**config.mk**
```make
export PLATFORM = sky130hd
export DESIGN_NAME = dpram_collision_monitor
export DESIGN_NICKNAME = d
export VERILOG_FILES = /design/src/rtl/dpcm_pkg.sv /design/src/rtl/dpcm_classify.sv /design/src/rtl/dpcm_satcnt.sv /design/src/rtl/dpcm_err_track.sv /design/src/rtl/dpram_collision_monitor.sv
export SDC_FILE = /design/constraint.sdc
export NUM_CORES = 1
export LEC_CHECK = 0
export BUFFER_PORTS_ARGS = -buffer_cell sky130_fd_sc_hd__buf_4
export CAP_MARGIN = 5
export CORE_UTILIZATION = 52
export DETAILED_ROUTE_END_ITERATION = 10
export HOLD_SLACK_MARGIN = 0.02
export PLACE_DENSITY = 0.84
export SYNTH_ARGS = -nofsm -noshare
export SYNTH_HDL_FRONTEND = slang
export SYNTH_HIERARCHICAL = 1
export SYNTH_SLANG_ARGS = --single-unit
```
**constraint.sdc**
```tcl
create_clock -name clk -period 2.71 [get_ports clk]
set_clock_uncertainty 0.1 [all_clocks]
set_input_delay 0.271 -clock clk [delete_from_list [all_inputs] [get_ports clk]]
set_output_delay 0.271 -clock clk [all_outputs]
set_load 0.005 [all_outputs]
```
**src/rtl/dpcm_pkg.sv**
```systemverilog
package dpcm_pkg;

  // Write-mode codes carried by the per-port mode parameters
  localparam logic [1:0] WM_READ_FIRST  = 2'b00;
  localparam logic [1:0] WM_WRITE_FIRST = 2'b01;
  localparam logic [1:0] WM_NO_CHANGE   = 2'b10;

  typedef enum logic [1:0] {
    CL_NONE    = 2'b00,
    CL_LEGAL   = 2'b01,
    CL_ILLEGAL = 2'b10
  } coll_e;

  // A lone writer is harmless only if it hands the old word to the other port
  function automatic logic writer_is_safe(input logic [1:0] mode);
    return mode == WM_READ_FIRST;
  endfunction

endpackage

```
**src/rtl/dpcm_classify.sv**
```systemverilog
module dpcm_classify
  import dpcm_pkg::*;
#(
  parameter int         ADDR_W = 10,
  parameter logic [1:0] MODE_A = WM_READ_FIRST,
  parameter logic [1:0] MODE_B = WM_READ_FIRST
) (
  input  logic              a_en,
  input  logic              a_we,
  input  logic [ADDR_W-1:0] a_addr,
  input  logic              b_en,
  input  logic              b_we,
  input  logic [ADDR_W-1:0] b_addr,
  output coll_e             cls
);

  localparam logic A_SAFE = writer_is_safe(MODE_A);
  localparam logic B_SAFE = writer_is_safe(MODE_B);

  logic same_addr;
  logic both_on;

  assign same_addr = (a_addr == b_addr);
  assign both_on   = a_en & b_en;

  always_comb begin
    cls = CL_NONE;
    if (both_on && same_addr) begin
      unique case ({a_we, b_we})
        2'b00:   cls = CL_LEGAL;
        2'b10:   cls = A_SAFE ? CL_LEGAL : CL_ILLEGAL;
        2'b01:   cls = B_SAFE ? CL_LEGAL : CL_ILLEGAL;
        default: cls = CL_ILLEGAL;
      endcase
    end
  end

endmodule

```
**src/rtl/dpcm_satcnt.sv**
```systemverilog
module dpcm_satcnt #(
  parameter int CNT_W = 16
) (
  input  logic             clk,
  input  logic             rst,
  input  logic             inc,
  output logic [CNT_W-1:0] cnt
);

  localparam logic [CNT_W-1:0] CNT_MAX = {CNT_W{1'b1}};

  always_ff @(posedge clk) begin
    if (rst)                       cnt <= '0;
    else if (inc && cnt != CNT_MAX) cnt <= cnt + 1'b1;
  end

  // a full counter stays full
  p_sat_hold_r10: assert property (@(posedge clk) disable iff (rst)
    (cnt == CNT_MAX) |=> (cnt == CNT_MAX));

  // below the limit, an increment request advances by exactly one
  p_step_r10: assert property (@(posedge clk) disable iff (rst)
    (inc && cnt != CNT_MAX) |=> (cnt == $past(cnt) + 1'b1));

  // without a request the count does not move
  p_idle_r10: assert property (@(posedge clk) disable iff (rst)
    !inc |=> $stable(cnt));

endmodule

```
**src/rtl/dpcm_err_track.sv**
```systemverilog
module dpcm_err_track #(
  parameter int ADDR_W = 10
) (
  input  logic              clk,
  input  logic              rst,
  input  logic              illegal,
  input  logic [ADDR_W-1:0] addr,
  output logic              err_pulse,
  output logic              err_sticky,
  output logic [ADDR_W-1:0] first_err_addr
);

  always_ff @(posedge clk) begin
    if (rst) begin
      err_pulse      <= 1'b0;
      err_sticky     <= 1'b0;
      first_err_addr <= '0;
    end else begin
      err_pulse <= illegal;
      if (illegal) err_sticky <= 1'b1;
      if (illegal && !err_sticky) first_err_addr <= addr;
    end
  end

  // flag never drops without reset
  p_sticky_keep_r9: assert property (@(posedge clk) disable iff (rst)
    err_sticky |=> err_sticky);

  // any pulse comes with the flag raised
  p_pulse_flag_r9: assert property (@(posedge clk) disable iff (rst)
    err_pulse |-> err_sticky);

  // once captured, the first address is frozen
  p_first_hold_r11: assert property (@(posedge clk) disable iff (rst)
    err_sticky |=> $stable(first_err_addr));

endmodule

```
**src/rtl/dpram_collision_monitor.sv**
```systemverilog
module dpram_collision_monitor
  import dpcm_pkg::*;
#(
  parameter int         ADDR_W = 10,
  parameter int         CNT_W  = 16,
  parameter logic [1:0] MODE_A = WM_READ_FIRST,
  parameter logic [1:0] MODE_B = WM_WRITE_FIRST
) (
  input  logic              clk,
  input  logic              rst,
  input  logic              a_en,
  input  logic              a_we,
  input  logic [ADDR_W-1:0] a_addr,
  input  logic              b_en,
  input  logic              b_we,
  input  logic [ADDR_W-1:0] b_addr,
  output logic              err_pulse,
  output logic              err_sticky,
  output logic [CNT_W-1:0]  err_count,
  output logic [CNT_W-1:0]  ok_count,
  output logic [ADDR_W-1:0] first_err_addr
);

  coll_e cls;
  logic  is_illegal;
  logic  is_legal;

  dpcm_classify #(
    .ADDR_W(ADDR_W), .MODE_A(MODE_A), .MODE_B(MODE_B)
  ) u_cls (
    .a_en(a_en), .a_we(a_we), .a_addr(a_addr),
    .b_en(b_en), .b_we(b_we), .b_addr(b_addr),
    .cls(cls)
  );

  assign is_illegal = (cls == CL_ILLEGAL);
  assign is_legal   = (cls == CL_LEGAL);

  dpcm_err_track #(.ADDR_W(ADDR_W)) u_err (
    .clk(clk), .rst(rst), .illegal(is_illegal), .addr(a_addr),
    .err_pulse(err_pulse), .err_sticky(err_sticky),
    .first_err_addr(first_err_addr)
  );

  dpcm_satcnt #(.CNT_W(CNT_W)) u_bad_cnt (
    .clk(clk), .rst(rst), .inc(is_illegal), .cnt(err_count)
  );

  dpcm_satcnt #(.CNT_W(CNT_W)) u_ok_cnt (
    .clk(clk), .rst(rst), .inc(is_legal), .cnt(ok_count)
  );

  // two writers on one address always flag an error next cycle
  p_dual_write_err_r7: assert property (@(posedge clk) disable iff (rst)
    (a_en && b_en && a_we && b_we && a_addr == b_addr) |=> err_pulse);

  // two readers on one address never flag an error
  p_dual_read_ok_r3: assert property (@(posedge clk) disable iff (rst)
    (a_en && b_en && !a_we && !b_we && a_addr == b_addr) |=> !err_pulse);

  // with a port switched off nothing is classified
  p_disabled_quiet_r2: assert property (@(posedge clk) disable iff (rst)
    (!a_en || !b_en) |=> (!err_pulse && $stable(ok_count) && $stable(err_count)));

  // differing addresses never collide
  p_addr_differ_r2: assert property (@(posedge clk) disable iff (rst)
    (a_addr != b_addr) |=> !err_pulse);

endmodule

```
==> metrics.md, run 1 <==
| Metric | Value |
|---|---|
| WP data arrival | 2340 ps |
| Port Buf Inserts | 68 |
| Ant diodes | 0 |
| Critical path class | primary input to register |
| Post-synth top cells | dfxtp_1, a21oi_1, nand3_1 |
| P&R area growth vs syn | 26.4% |
| Critical Path Fanout Max | 11 |
| Worst Hold Launch | a_addr[1] |
| Startpoint Class | primary input |
| Cts hold-fix bufs | 0 |
| Drt drc | 0 |
| Seq/Total Area, Yosys | 0.364 |
| Synth Flop Type | dfxtp_1 |
| Crit. End Element | register |
| Async SR Flop Fraction | 0 |
| Clock transition at path regs | 80 ps |
| Clock sink total | 44 |
| GPL Wtd Cong | 0.839 |
| P per Cell Area | 393 nW/um^2 |
| Syn Inst Count | 268 |
| Via Count | 2295 |
| Lkg Pwr | 1.14 nW |
| Crit path from | b_addr[8] |
| Vias per inst | 5.91 |
| Fin crit share | 0.830 |
| Maxcap violations | 0 |
| Post-synth top area cell | dfxtp_1 |
| First-pass GRT wire length | 9570 um |
| Vias in the first global route | 2141 |
| Core Rows | 24 |
| Root Buffer | clkbuf_8 |
| FF-to-FF Start | u_ok_cnt/cnt[0] |
| CP required | 2800 ps |
| Peak supply drop | 0.000292 V |
| Initial core utilization | 0.548 |
| IO Pins | 70 |
| Antenna Violating Nets Remaining | 0 |
| Status | finished, final reports clean |
| CTS tree | done |
| Place WS | 177 ps |
| Routed WL per cell | 14.6 um |
| Share of the synthesized area in the top cell type | 0.364 |
| Tmin final | 2250 ps |
| Post-cts resize count | 0 |
| Nets@finish | 363 |
| RSZ-0062 raised after global routing | no |
| Number of synthesized flops with an enable pin | 0 |
| Worst hold path type | primary input to register |
| Htree depth | 2 |
| Final worst slack | 462 ps |
| Distinct cell type count after synthesis | 39 |
| Final Setup Violations | 0 |
| Core ar. | 4410 um^2 |
| Pin count of the biggest net entering global routing | 57 |
| Clock latency on the worst-skew pair | 300 ps |
| Reg2Reg Depth | 6 |
| Post-synthesis net count | 296 |
| Share of layout cells above drive strength 1 | 0.298 |
| Cell area after layout | 3060 um^2 |
| DP HPWL | 4030 um |
| WHS | 172 ps |
| Cell depth of the worst hold path | 3 |
| CTS Buffer Depth | 2 |
| DR pass1 iterations | 4 |
| Die Y-Extent | 70.2 um |
| Most common cell in the synthesized netlist | dfxtp_1 |
| Synthesized area per cell | 9.03 um^2 |
| Warnings, synthesis | 6 |
| Die Area | 4930 um^2 |
| Starting DRT DRC Count | 146 |
| Die width | 70.2 um |
| Fmax | 445 MHz |
| Area after DPL | 2950 um^2 |
| Final hold vios | 0 |
| Final Max Slew Viols | 0 |
| Postcts setup bufs | 0 |
| Gr ovfl total | 0 |
| Synth Register Bits | 44 |
| Syn Std Cell Area | 2420 um^2 |
| GRT Overall Usage | 0.239 |
| Slew headroom | 0.542 |
| Worst-Margin Slew | 679 ps |
| Total CTS buffers | 5 |
| Setup TNS | 0 ps |
| Antenna violations before repair | 0 |
| Synth top area cells | dfxtp_1, xnor2_1, nand4bb_1 |
| Total wire length | 5660 um |
## report_power, final
group	switching (W)	internal, W
combinational	0.0000291	0.0000382
clock	0.000217	0.000274
sequential	0.0000000426	0.000646
## worst paths after layout
kind | end | slack (ps)
min reg2reg | u_err/first_err_addr[1] | 380
max reg2reg | u_ok_cnt/cnt[3] | 830
min | u_err/first_err_addr[1] | 170
max | u_ok_cnt/cnt[11] | 460
## critical path, cell delays in order
cell,delay [ps]
buf_4,110
xnor2_1,200
nand3_1,130
nor4_1,360
and2b_2,280
nand2_1,230
nor4bb_1,380
mux2_2,370
## layout by cell type, fill, tap and decap left out, types with 3 or more instances in the layout
| cell type | netlist | final |
|---|---|---|
| nor2_1 | 14 | 14 |
| buf_4 | 1 | 73 |
| nand3_1 | 15 | 15 |
| or3_1 | 6 | 6 |
| nor4_1 | 6 | 6 |
| nand3b_1 | 3 | 3 |
| dfxtp_1 | 44 | 44 |
| xnor2_1 | 14 | 14 |
| clkbuf_8 | 0 | 5 |
| o21ai_2 | 10 | 10 |
| nor2b_1 | 6 | 6 |
| nand2b_1 | 10 | 10 |
| a21oi_1 | 20 | 20 |
| nand4bb_1 | 10 | 10 |
| or4_1 | 14 | 14 |
| and4_1 | 6 | 6 |
| nand2_1 | 12 | 12 |
| nand4_1 | 7 | 7 |
| o31ai_1 | 12 | 12 |
| o21ai_0 | 8 | 8 |
| nor3_1 | 8 | 8 |
| inv_1 | 6 | 6 |
## layout make-up
class                   instances  area [um^2]
repair buffers                 73          548
clock inverters                 2         35.0
well taps                      52         65.1
multi-input cells             205         1440
flip-flops and latches         44          881
clock buffers                   6         72.6
inverters                       6         22.5
fillers                       365         1360
## logic make-up (layout without fill, tap and decap cells)
logic type / count (synthesis) / in the layout / share of synthesized area
buffers and inverters: 19 / 87 / 0.0429
xor gates and xnor gates: 14 / 14 / 0.0507
AOI/OAI and AO/OA: 56 / 56 / 0.152
and+or+nand+nor: 129 / 129 / 0.362
muxes: 4 / 4 / 0.0176
DFF: 44 / 44 / 0.364
adders and majority gates: 2 / 2 / 0.0103
## sequential cells by signal, indices dropped and copies added, names as in the netlist
signal                count
u_ok_cnt/cnt             16
u_bad_cnt/cnt            16
u_err/err_sticky          1
u_err/err_pulse           1
u_err/first_err_addr     10
## stage by stage
step | util | power (W) | std cells
after floorplan | - | 0.000692 | 268
after global placement | 0.669 | 0.000726 | 380
after detailed placement | 0.669 | 0.000728 | 380
after CTS | 0.693 | 0.00122 | 388
after global routing | 0.693 | 0.00125 | 388
final | 0.693 | 0.00120 | 388
## per-layer routing
metal | share of wire | global-route usage | vias up
li1 | - | - | 1150
met2 | 0.49 | 0.413 | 62
met5 | 0 | 0 | -
met4 | 0.019 | 0.0933 | 0
met1 | 0.44 | 0.285 | 1073
met3 | 0.043 | 0.0548 | 10
Note: power is estimated with default switching activity, not from simulation.
==> run 2, diff against run 1 <==
- clock period: 2.71 -> 2.33 ns (I/O delays scaled with it)
==> run 2 against run 1 <==
Against the previous run:
- first-iteration DRC count down 18%
- die area unchanged
- flip-flop and latch count unchanged
- critical path depth up 2
- cell count up 2.3%
- design area up 1.6%
- non-clock buffer count up 9
- largest cell class unchanged
- highest routed layer unchanged
==> metrics.md, run 2 (synthesis gave the netlist of run 1 again) <==
| Metric | Value |
|---|---|
| Status | finished, final reports clean (unchanged) |
| Crit. End Element | register (unchanged) |
| Startpoint Class | primary input (unchanged) |
| IO Pins | 70 (unchanged) |
| Most frequent cells in the layout | buf_4, dfxtp_1, a21oi_1 (unchanged) |
| Port Buf Inserts | 68 (unchanged) |
| Lkg Pwr | 1.17 nW (was 1.14 nW) |
| Critical Path Fanout Max | 10 (was 11) |
| Tmin final | 2140 ps |
| Postcts setup bufs | 0 (unchanged) |
| First-pass GRT wire length | 9630 um (was 9570 um) |
| Final hold vios | 0 (unchanged) |
| Slew headroom | 0.617 (was 0.542) |
| DP HPWL | 4090 um (was 4030 um) |
| Seq. cell area | 881 um^2 (unchanged) |
| Drt drc | 0 (unchanged) |
| Via Count | 2383 (was 2295) |
| DR pass1 iterations | 4 (unchanged) |
| Fin crit share | 0.919 |
| Clock transition at path regs | 80 ps (about the same) |
| Worst-Margin Slew | 567 ps (was 679 ps) |
| Gr ovfl total | 0 (unchanged) |
| Commonest non-fill, non-tap cell in the layout | buf_4 (unchanged) |
| P per Cell Area | 420 nW/um^2 (was 393 nW/um^2) |
| Core ar. | 4410 um^2 (unchanged) |
| GPL Wtd Cong | 0.814 (was 0.839) |
| Final Max Slew Viols | 0 (unchanged) |
| Critical path class | primary input to register (unchanged) |
| Maxcap violations | 0 (unchanged) |
| Total wire length | 5690 um (was 5660 um) |
| Antenna Violating Nets Remaining | 0 (unchanged) |
| WP data arrival | 2270 ps (was 2340 ps) |
| CTS tree | done (unchanged) |
| Post-cts resize count | 0 (unchanged) |
| Share of layout cells above drive strength 1 | 0.313 (was 0.298) |
| Peak supply drop | 0.000326 V (was 0.000292 V) |
| CTS Buffer Depth | 2 (unchanged) |
| Pin count of the biggest net entering global routing | 57 (unchanged) |
| Initial core utilization | 0.548 (unchanged) |
| CP required | 2450 ps (was 2800 ps) |
| Total CTS buffers | 5 (unchanged) |
| Setup TNS | 0 ps (unchanged) |
| Post-placement cell count | 389 (was 380) |
| Htree depth | 2 (unchanged) |
| Fillers | 360 (was 365) |
| Fmax | 467 MHz |
| Core Rows | 24 (unchanged) |
| Worst hold path type | primary input to register (unchanged) |
| Die width | 70.2 um (unchanged) |
| Area of the multi-input gates | 1440 um^2 (unchanged) |
| Routed WL per cell | 14.3 um (was 14.6 um) |
| Vias per inst | 6.00 (was 5.91) |
| Largest registers | u_bad_cnt/cnt x16, u_ok_cnt/cnt x16, u_err/first_err_addr x10 (unchanged) |
| Post-Layout Cell Count | 397 (was 388) |
| Antenna violations before repair | 0 (unchanged) |
| P&R area growth vs syn | 28.5% (was 26.4%) |
| Starting DRT DRC Count | 120 (was 146) |
| Die Area | 4930 um^2 (unchanged) |
| Die Y-Extent | 70.2 um (unchanged) |
| Nets@finish | 372 (was 363) |
| Ant diodes | 0 (unchanged) |
| GRT Overall Usage | 0.240 (was 0.239) |
| Final Setup Violations | 0 (unchanged) |
| Cts hold-fix bufs | 0 (unchanged) |
| Clock latency on the worst-skew pair | 290 ps (was 300 ps) |
| Root Buffer | clkbuf_8 (unchanged) |
| RSZ-0062 raised after global routing | no (unchanged) |
| Clock sink total | 44 (unchanged) |
| Vias in the first global route | 2116 (was 2141) |
[run 2: changes by cell type in the layout (fill, tap and decap cells not counted), sizes merged]
cell,previous run,this run
buf,73,82
clkbuf,6,8
bufinv,1,0
clkinv,1,0
[run 2: final cells by class]
class | instances | share of cell area
Tap cell | 52 | 0.0209
Multi-Input combinational cell | 205 | 0.462
Sequential cell | 44 | 0.283
Clock buffer | 8 | 0.0290
Timing Repair Buffer | 82 | 0.198
Inverter | 6 | 0.00724
[run 2: path summary, 6_finish.rpt]
kind / depth (start not counted) / to / startpoint / slack, ps
setup / recovery: 10 / u_bad_cnt/cnt[15] / b_addr[2] / 190
hold / removal: 3 / u_err/first_err_addr[7] / a_addr[7] / 130
setup reg to reg: 4 / u_bad_cnt/cnt[15] / u_bad_cnt/cnt[5] / 400
hold reg to reg: 2 / u_err/first_err_addr[1] / u_err/first_err_addr[1] / 370
[run 2: routing by layer]
metal | global-route usage | up-vias | share of wire
met5 | 0 | - | 0
met4 | 0.0822 | 0 | 0.013
met3 | 0.0548 | 7 | 0.041
met2 | 0.409 | 61 | 0.50
met1 | 0.296 | 1143 | 0.45
li1 | - | 1172 | -
[run 2: per-stage QoR]
| stage | hold WS [ps] | setup slack, ps | power (W) | area, um^2 | utilization |
|---|---|---|---|---|---|
| 2_1_floorplan | 315 | 57.0 | 0.000805 | 2420 | - |
| 3_3_place_gp | 362 | 24.4 | 0.000845 | 3020 | 0.684 |
| 3_5_place_dp | 369 | -78.8 | 0.000846 | 3020 | 0.684 |
| 4_1_cts | 119 | 209 | 0.00132 | 3110 | 0.704 |
| 5_1_grt | 129 | 12.7 | 0.00136 | 3110 | 0.704 |
| 6_report | 131 | 189 | 0.00131 | 3110 | 0.704 |
[run 2: power by group]
group / total [W] / leakage, nW / switching, W / internal (W)
Clock: 0.000478 / 0.0455 / 0.000236 / 0.000242
Combinational: 0.0000765 / 0.771 / 0.0000321 / 0.0000444
Sequential: 0.000751 / 0.354 / 0.0000000505 / 0.000751
Total: 0.00131 / 1.17 / 0.000268 / 0.00104
[run 2: critical path, cell delays in order]
cell     delay, ps
buf_4          110
xnor2_1        140
nand4_1        140
nor4_1         320
nor2b_1        230
buf_4          180
nand2_1         80
buf_4          170
or4_1          490
a21oi_1        150
==> run 3, diff against run 2 <==
==> constraint.sdc (replaced) <==
create_clock -name clk -period 2.33 [get_ports clk]
set_clock_uncertainty 0.1 [all_clocks]
set_input_delay 0.1165 -clock clk [delete_from_list [all_inputs] [get_ports clk]]
set_output_delay 0.1165 -clock clk [all_outputs]
set_load 0.005 [all_outputs]
==> run 3 against run 2 <==
Against the previous run:
- design area rose by 1.0%
- cell count rose by 0.50%
- clock power rose by 2%
- register-to-register slack improved by 20 ps
- sequential share of layout area fell by 0.29 points
- critical path depth fell by 1
- critical endpoint is now u_bad_cnt/cnt[7]
- highest routed layer unchanged
==> metrics.md, run 3 (synthesis gave the netlist of run 1 again) <==
| Metric | Value |
|---|---|
| Status | finished, final reports clean (unchanged) |
| GPL Wtd Cong | 0.873 (was 0.814) |
| Clock latency on the worst-skew pair | 290 ps (about the same) |
| Final Setup Violations | 0 (unchanged) |
| Largest registers | u_bad_cnt/cnt x16, u_ok_cnt/cnt x16, u_err/first_err_addr x10 (unchanged) |
| Maxcap violations | 0 (unchanged) |
| Reg2Reg Depth | 6 (was 4) |
| Drt drc | 0 (unchanged) |
| Clock sink total | 44 (unchanged) |
| Share of layout cells above drive strength 1 | 0.297 (was 0.313) |
| Final Max Slew Viols | 0 (unchanged) |
| Die Area | 4930 um^2 (unchanged) |
| CTS Buffer Depth | 2 (unchanged) |
| P&R area growth vs syn | 29.8% (was 28.5%) |
| Pin count of the biggest net entering global routing | 57 (unchanged) |
| Routed WL per cell | 14.6 um (was 14.3 um) |
| CP peak stage delay | 460 ps (was 490 ps) |
| Vias in the first global route | 2240 (was 2116) |
| Nets@finish | 374 (was 372) |
| Root Buffer | clkbuf_8 (unchanged) |
| WP data arrival | 2210 ps (was 2270 ps) |
| GRT Overall Usage | 0.255 (was 0.240) |
| Antenna Violating Nets Remaining | 0 (unchanged) |
| Antenna violations before repair | 0 (unchanged) |
| Critical path class | primary input to register (unchanged) |
| DP HPWL | 3990 um (was 4090 um) |
| Die Y-Extent | 70.2 um (unchanged) |
| Htree depth | 2 (unchanged) |
| FF-to-FF Start | u_ok_cnt/cnt[0] (was u_bad_cnt/cnt[5]) |
| Core ar. | 4410 um^2 (unchanged) |
| IO Pins | 70 (unchanged) |
| Via Count | 2336 (was 2383) |
| Clock transition at path regs | 80 ps (about the same) |
| CTS tree | done (unchanged) |
| Ant diodes | 0 (unchanged) |
| Total wire length | 5850 um (was 5690 um) |
| Starting DRT DRC Count | 112 (was 120) |
| Die width | 70.2 um (unchanged) |
| Seq. cell area | 881 um^2 (unchanged) |
| WHS | 32.4 ps (was 131 ps) |
| Vias per inst | 5.85 (was 6.00) |
| Most used cell, CP | buf_4 (unchanged) |
| Postcts setup bufs | 0 (unchanged) |
| Post-cts resize count | 0 (unchanged) |
| Fin crit share | 0.895 (was 0.919) |
| Port Buf Inserts | 68 (unchanged) |
| R2R Path End | u_ok_cnt/cnt[11] (was u_bad_cnt/cnt[15]) |
| Critical Path Fanout Max | 8 (was 10) |
| Slew headroom | 0.565 (was 0.617) |
| FF-to-FF setup slack | 420 ps (was 400 ps) |
| Tmin final | 2090 ps (was 2140 ps) |
| Worst hold path type | primary input to register (unchanged) |
| Fillers | 354 (was 360) |
| Crit. End Element | register (unchanged) |
| Cts hold-fix bufs | 7 (was 0) |
| CP required | 2460 ps (was 2450 ps) |
| DR pass1 iterations | 4 (unchanged) |
| Commonest non-fill, non-tap cell in the layout | buf_4 (unchanged) |
| Crit path from | b_addr[7] (was b_addr[2]) |
| Worst path slowest cell | or4_1 (unchanged) |
| Peak supply drop | 0.000297 V (was 0.000326 V) |
| Lkg Pwr | 1.18 nW (was 1.17 nW) |
| Most frequent cells in the layout | buf_4, dfxtp_1, a21oi_1 (unchanged) |
| RSZ-0062 raised after global routing | no (unchanged) |
| Initial core utilization | 0.548 (unchanged) |
| Total CTS buffers | 5 (unchanged) |
| Crit path capture | u_bad_cnt/cnt[7] (was u_bad_cnt/cnt[15]) |
| Setup TNS | 0 ps (unchanged) |
| Area of the multi-input gates | 1440 um^2 (unchanged) |
| Core Rows | 24 (unchanged) |
| Critical path cell sequence | buf_4 > xnor2_1 > nand3_1 > nor4_1 > nor2b_1 > nand2_1 > buf_4 > or4_1 > a21oi_1 (was buf_4 > xnor2_1 > nand4_1 > nor4_1 > nor2b_1 > buf_4 > nand2_1 > buf_4 > or4_1 > a21oi_1) |
| Worst-Margin Slew | 644 ps (was 567 ps) |
| Fmax | 480 MHz (was 467 MHz) |
| Final hold vios | 0 (unchanged) |
| Startpoint Class | primary input (unchanged) |
| P per Cell Area | 422 nW/um^2 (was 420 nW/um^2) |
| Gr ovfl total | 0 (unchanged) |
| Cell depth of the worst hold path | 3 (unchanged) |
| First-pass GRT wire length | 10100 um (was 9630 um) |
## run 3: per-layer routing
layer	track usage	vias to the layer above	wire [um]	part of all wire
met1	0.305	1078	2560	0.44
met5	0	-	0	0
met3	0.0447	13	270	0.046
met4	0.133	0	138	0.024
met2	0.434	68	2870	0.49
li1	-	1177	-	-
## run 3: layout make-up
cell class | instances | share of cell area
tap | 52 | 0.0207
timing repair buffer | 84 | 0.206
sequential | 44 | 0.280
multi-input combinational | 205 | 0.457
clock buffer | 8 | 0.0287
inverter | 6 | 0.00717
## run 3: where the power goes
part	internal (W)	switching (W)	total [W]
clock network	0.000242	0.000245	0.000487
registers	0.000751	0.0000000513	0.000751
logic	0.0000522	0.0000352	0.0000874
total	0.00105	0.000280	0.00133
## run 3: through the flow
step	util	cell area (um^2)	cells	setup WS, ps	total power, W
after floorplan	-	2420	268	173	0.000805
after global placement	0.675	2980	384	90.2	0.000844
after detailed placement	0.675	2980	384	42.8	0.000846
after CTS	0.712	3140	399	325	0.00134
after global routing	0.712	3140	399	112	0.00137
final	0.712	3140	399	245	0.00133
## run 3: worst min-delay path by stage
stage	to	slack [ps]	start
3_5_place_dp	u_err/first_err_addr[7]	320	a_addr[7]
4_1_cts	u_err/first_err_addr[1]	20	a_addr[1]
3_3_place_gp	u_err/first_err_addr[8]	310	a_addr[8]
2_1_floorplan	u_err/first_err_addr[0]	200	a_addr[0]
5_1_grt	u_err/first_err_addr[1]	50	a_addr[1]
6_report	u_err/first_err_addr[1]	30	a_addr[1]
## run 3: critical path: cells and delay by family
kind / cells / cell delay (ps)
XOR/XNOR: 1 / 180
AO/OA/AOI/OAI: 1 / 140
buffers and inverters: 2 / 330
AND/OR/NAND/NOR: 5 / 1440
